<file path="src/rtl/sdac_pkg.sv">
package sdac_pkg;
    localparam int WORD_W      = 16;
    localparam int CODE_W      = 12;
    localparam int SYNC_STAGES = 2;

    typedef struct packed {
        logic sclk;
        logic cs_n;
        logic din;
    } pins_t;

    typedef struct packed {
        logic rise;
        logic fall;
        logic load;
    } events_t;

    localparam pins_t PINS_IDLE = '{sclk: 1'b0, cs_n: 1'b1, din: 1'b0};
endpackage

</file>
<file path="src/rtl/sdac_sync.sv">
module sdac_sync #(
    parameter int STAGES = sdac_pkg::SYNC_STAGES
) (
    input  logic            clk,
    input  logic            rst,
    input  sdac_pkg::pins_t d,
    output sdac_pkg::pins_t q
);
    sdac_pkg::pins_t pipe [STAGES];

    always_ff @(posedge clk) begin
        if (rst) begin
            for (int i = 0; i < STAGES; i++) pipe[i] <= sdac_pkg::PINS_IDLE;
        end else begin
            pipe[0] <= d;
            for (int i = 1; i < STAGES; i++) pipe[i] <= pipe[i-1];
        end
    end

    assign q = pipe[STAGES-1];
endmodule

</file>
<file path="src/rtl/sdac_shifter.sv">
module sdac_shifter #(
    parameter int WORD_W = sdac_pkg::WORD_W
) (
    input  logic              clk,
    input  logic              rst,
    input  sdac_pkg::events_t ev,
    input  logic              din,
    output logic [WORD_W-1:0] word,
    output logic              dout
);
    logic tail;

    always_ff @(posedge clk) begin
        if (rst) begin
            word <= '0;
            tail <= 1'b0;
            dout <= 1'b0;
        end else begin
            if (ev.rise) begin
                word <= {word[WORD_W-2:0], din};
                tail <= word[WORD_W-1];
            end
            if (ev.fall) dout <= tail;
        end
    end
endmodule

</file>
<file path="src/rtl/sdac_latch.sv">
module sdac_latch #(
    parameter int WORD_W = sdac_pkg::WORD_W,
    parameter int CODE_W = sdac_pkg::CODE_W
) (
    input  logic              clk,
    input  logic              rst,
    input  logic              clr_n,
    input  logic              load,
    input  logic [WORD_W-1:0] word,
    output logic [CODE_W-1:0] code
);
    always_ff @(posedge clk or negedge clr_n) begin
        if (!clr_n)    code <= '0;
        else if (rst)  code <= '0;
        else if (load) code <= word[CODE_W-1:0];
    end
endmodule

</file>
<file path="src/rtl/sdac_front.sv">
module sdac_front #(
    parameter int WORD_W      = sdac_pkg::WORD_W,
    parameter int CODE_W      = sdac_pkg::CODE_W,
    parameter int SYNC_STAGES = sdac_pkg::SYNC_STAGES
) (
    input  logic              clk,
    input  logic              rst,
    input  logic              sclk,
    input  logic              cs_n,
    input  logic              din,
    input  logic              clr_n,
    output logic              dout,
    output logic [CODE_W-1:0] dac_code,
    output logic [CODE_W-1:0] dac_signed
);
    sdac_pkg::pins_t   raw_pins, now_pins, prev_pins;
    sdac_pkg::events_t ev;
    logic [WORD_W-1:0] shift_word;
    logic sclk_rise, sclk_fall, cs_rise, cs_level, din_level;

    assign raw_pins = '{sclk: sclk, cs_n: cs_n, din: din};

    sdac_sync #(.STAGES(SYNC_STAGES)) u_sync (
        .clk (clk),
        .rst (rst),
        .d   (raw_pins),
        .q   (now_pins)
    );

    always_ff @(posedge clk) begin
        if (rst) prev_pins <= sdac_pkg::PINS_IDLE;
        else     prev_pins <= now_pins;
    end

    assign cs_level  = now_pins.cs_n;
    assign din_level = now_pins.din;
    assign sclk_rise = now_pins.sclk & ~prev_pins.sclk & ~now_pins.cs_n;
    assign sclk_fall = ~now_pins.sclk & prev_pins.sclk & ~now_pins.cs_n;
    assign cs_rise   = now_pins.cs_n & ~prev_pins.cs_n;
    assign ev        = '{rise: sclk_rise, fall: sclk_fall, load: cs_rise};

    sdac_shifter #(.WORD_W(WORD_W)) u_shift (
        .clk  (clk),
        .rst  (rst),
        .ev   (ev),
        .din  (din_level),
        .word (shift_word),
        .dout (dout)
    );

    sdac_latch #(.WORD_W(WORD_W), .CODE_W(CODE_W)) u_latch (
        .clk   (clk),
        .rst   (rst),
        .clr_n (clr_n),
        .load  (ev.load),
        .word  (shift_word),
        .code  (dac_code)
    );

    assign dac_signed = {~dac_code[CODE_W-1], dac_code[CODE_W-2:0]};
endmodule

</file>
<file path="config.mk">
export PLATFORM = sky130hd
export DESIGN_NAME = sdac_front
export DESIGN_NICKNAME = d
export VERILOG_FILES = /design/src/rtl/sdac_pkg.sv /design/src/rtl/sdac_sync.sv /design/src/rtl/sdac_shifter.sv /design/src/rtl/sdac_latch.sv /design/src/rtl/sdac_front.sv
export SDC_FILE = /design/constraint.sdc
export NUM_CORES = 1
export LEC_CHECK = 0
export ABC_AREA = 1
export BUFFER_PORTS_ARGS = -buffer_cell sky130_fd_sc_hd__buf_2
export CORE_MARGIN = 5
export CORE_UTILIZATION = 50
export DETAILED_ROUTE_END_ITERATION = 6
export PLACE_DENSITY = 0.73
export SETUP_SLACK_MARGIN = 0.2
export SYNTH_ARGS = -nofsm -noshare
export SYNTH_HDL_FRONTEND = slang
export SYNTH_SLANG_ARGS = --single-unit
</file>
<file path="constraint.sdc">
create_clock -name clk -period 2.7 [get_ports clk]
set_input_delay 0.54 -clock clk [delete_from_list [all_inputs] [get_ports clk]]
set_output_delay 0.54 -clock clk [all_outputs]
set_load 0.02 [all_outputs]
</file>
# Word level (Yosys, flattened, before mapping)
# Memories as Yosys holds them, arrays and structs flattened.
# Index checks and enable logic that the tools add are counted.
# op_classes
n_mux	7
n_bitwise	12
reduce_logical	1
# op_table
cell	n
2-to-1 mux 12 bit	2
2-to-1 mux 3 bit	2
AND 1 bit	5
NOT 1 bit	5
2-to-1 mux 1 bit	3
OR 1 bit	2
nonzero test 2 bit	1
# totals
regBits	32
ramBits	6
output_inout_bits	25
word_cells	27
mem_count	1
# mem_list
name	words	width	rd	rd_ports_with_merged_regs	write_ports	line	text
u_sync.pipe	2	3	2	0	2	sdac_sync.sv:9	sdac_pkg::pins_t pipe [STAGES];

# Logic depth before layout (Yosys ltp)
# depth
ltp_word	4
ltp_mapped	6
mapped_depth_nobuf	5

# Modules after synthesis
# From an unflattened synthesis, not the netlist that was laid out.
# hier_totals
hier_cells	213
hier_area_um2	1606.5
# by_module_without_submodules
module	n_inst	cells_per_inst	area_each_um2	seq_area_each_um2
sdac_shifter	1	114	764.5	360.3
sdac_latch	1	53	484.2	300.3
sdac_sync	1	22	191.4	120.1
sdac_front	1	24	166.4	40.0

# Worst setup path after synthesis
# No wires, ideal clock.
# synth_timing
path_type	flip-flop to output port
from	reg u_latch.code[10]
to	out dac_signed[10]
arrival_time_ns	0.641
t_required_ns	2.160
slack_ns	1.519
path_stages_with_launch	2
cell_sequence	dfrtp_1 buf_4
# synth_lines
item	line	text
from (decl)	sdac_latch.sv:10	output logic [CODE_W-1:0] code
from (signal assigned)	sdac_latch.sv:15	else if (load) code <= word[CODE_W-1:0];
to (decl)	sdac_front.sv:14	output logic [CODE_W-1:0] dac_signed
# No word-level cell between the ends.

==> flow_metrics.py <==
metrics = {
    "cts": {
        "clk_latency_ns": 0.34,
        "post_cts_buffers": 0,
        "clk_path_buf_depth": 2,
        "cts_hold_buffers": 0,
        "cts_resized": 0,
        "cts_tree": "yes",
        "cts_buffers": 5,
        "path_clk_slew_ns": 0.12,
        "clock_sinks": 38,
        "htreeDepth": 2,
        "cts-root-buf": "clkbuf_4",
    },
    "sta": {
        "max_freq_mhz": 642.4,
        "maxSlewViolCount": 0,
        "tns_ns": 0,
        "min_period_ns": 1.557,
        "grt_setup_unrepaired": "no",
        "setup_viol_count_final": 0,
        "tightest_slew_ns": 0.7384,
        "slew_headroom": 0.5064,
        "hold_violations": 0,
        "post-route-period-util": 0.5766,
        "clock_skew_ns": 0.01132,
    },
    "finish": {
        "drive_above_1_share": 0.2773,
        "seqCellArea_um2": 820.8,
        "syn_to_final_growth_pct": 9.613,
        "stdcell_count": 284,
        "design_area_um2": 1841,
        "final_common_cell": "nand2_1",
        "n_antenna_cell": 0,
        "multi_input_area_um2": 569.3,
        "final_cell_mix": "52 x nand2_1, 37 x inv_1, 30 x nor2_1, 30 x buf_2, 26 x dfxtp_1",
        "layout.nets": 243,
        "fillCellCount": 331,
    },
    "grt": {
        "antenna_found_initial": 0,
        "grt_pass1_wl_mm": 4.485,
        "grt_use_total": 0.1297,
        "grt_max_degree": 25,
        "overflow": 0,
        "grt_pass1_vias": 1052,
    },
    "logic_synthesis": {
        "synth_area_um2": 1679,
        "muxShareOfSynthArea": 0,
        "synth_top_family_by_area": "simple AND/OR/NAND/NOR gates",
        "synthCells": 219,
        "synth-xor-area-share": 0,
        "ys_top_cells_by_area": "dfxtp_1 31%, dfrtp_1 18%, nand2_1 12%",
        "synth_seq_cells": 38,
        "synth_top_area_cell": "dfxtp_1",
        "synth_compound_area_frac": 0.06259,
        "avgSynthCellArea_um2": 7.667,
        "synthSimpleGateAreaFrac": 0.2765,
        "synth_warnings": 0,
        "yosysUniqueCellTypes": 15,
        "yosysSeqAreaShare": 0.4888,
        "syn_nets": 225,
        "synth_top_area_share": 0.3100,
        "synthAdderAreaFrac": 0,
    },
    "worst_setup_path": {
        "cp.required_ns": 2.93,
        "cp_max_fo": 22,
        "end_kind": "flop",
        "criticalPathCategory": "reg2reg",
        "cp.arrival_ns": 1.79,
        "cp-start-kind": "flop",
    },
    "floorplan": {
        "io_pins": 31,
        "core_um2": 3284,
        "num_rows": 21,
        "die_w_um": 67.95,
        "die_area_um2": 4617,
        "die_height_um": 67.95,
        "start_util": 0.5112,
    },
    "run_status": {
        "status": "finished clean",
    },
    "placement": {
        "placed_area_um2": 1755,
        "dp.cells": 276,
        "port_buffers": 30,
        "globalplace.congestion": 0.7077,
        "dp_hpwl_mm": 1.807,
    },
    "worst_hold_path": {
        "min-delay-path-class": "in2async",
    },
    "route": {
        "route.detailed.drc": 0,
        "vias": 1200,
        "drt_iter0_drc": 51,
        "avgRoutedWirePerCell_um": 9.088,
        "ant_nets": 0,
        "wl_mm": 2.581,
        "drt-vias-per-instance": 4.225,
        "first_pass_iters": 4,
    },
    "run": {
        "maxCapViolCount": 0,
    },
    "power": {
        "p_leak_nw": 0.9747,
        "power.total_mw": 1.042,
        "power.density_nw_per_um2": 566.2,
        "irDropWorstVdd_uv": 251.9,
    },
}
[sequential cells by signal (all words and copies together), names as in the netlist]
name	flops
u_shift.tail	1
u_shift.word	16
u_shift.dout	1
u_latch.code	12
prev_pins	2
u_sync.pipe	6
[metal layers]
metal  global-route usage  share of wire  wire (µm)  up-vias
met5                    0              0          0        -
met4              0.05955          0.019         48        0
met3              0.04926          0.082        211        7
met2               0.2058           0.42       1077       34
met1               0.1545           0.48       1243      493
li1                     -              -          -      666
[report_power, final]
part | internal (mW) | switching, mW
sequential | 0.573 | 0.00449
combinational | 0.0180 | 0.0444
clock | 0.221 | 0.181
[Yosys cell counts]
library cell,n
buf_2,6
buf_4,11
buf_6,2
clkbuf_1,1
dfrtp_1,12
dfxtp_1,26
inv_1,37
inv_2,3
nand2_1,52
nand2_2,10
nand2_4,1
nand3_1,14
nor2_1,30
o21ai_2,12
or2_2,2
[kinds of logic after synthesis]
kind of cell	after synthesis
buf+inv	60
compound gates	12
flops	38
simple gates	109
[worst max-delay path: stages (launching register included)]
cell and delay (ns):
dfxtp_1 0.33, inv_2 0.18, nand3_1 0.57, nor2_1 0.28
nor2_1 0.08
[final timing paths]
kind / from / cells after the start / to / slack (ns)
max: u_sync.pipe[0][4] / 4 / u_shift.tail / 1.14
min: clr_n / 1 / u_latch.code[3] / 0.04
max reg2reg: u_sync.pipe[0][4] / 4 / u_shift.tail / 1.14
min reg2reg: u_sync.pipe[0][1] / 1 / u_sync.pipe[0][4] / 0.41
max in group asynchronous: clr_n / 1 / u_latch.code[6] / 2.45
min in group clk: cs_n / 2 / u_sync.pipe[0][1] / 0.38
[area by class of cell]
cell class,instances,share of cell area
Multi-Input combinational cell,121,0.3093
Inverter,40,0.08158
Clock inverter,1,0.01632
Sequential cell,38,0.4460
Clock buffer,7,0.02991
Tap cell,46,0.03127
Timing Repair Buffer,31,0.08566
[stage by stage]
| stage | setup slack, ns | util | hold slack (ns) |
|---|---|---|---|
| after floorplan | 1.519 | - | 0.2444 |
| after global placement | 1.127 | 0.5345 | 0.3955 |
| after detailed placement | 1.124 | 0.5345 | 0.4006 |
| after CTS | 1.114 | 0.5604 | 0.04230 |
| after global routing | 0.9547 | 0.5604 | 0.04052 |
| final | 1.143 | 0.5604 | 0.04025 |
Power figures use the tool's default switching activity.
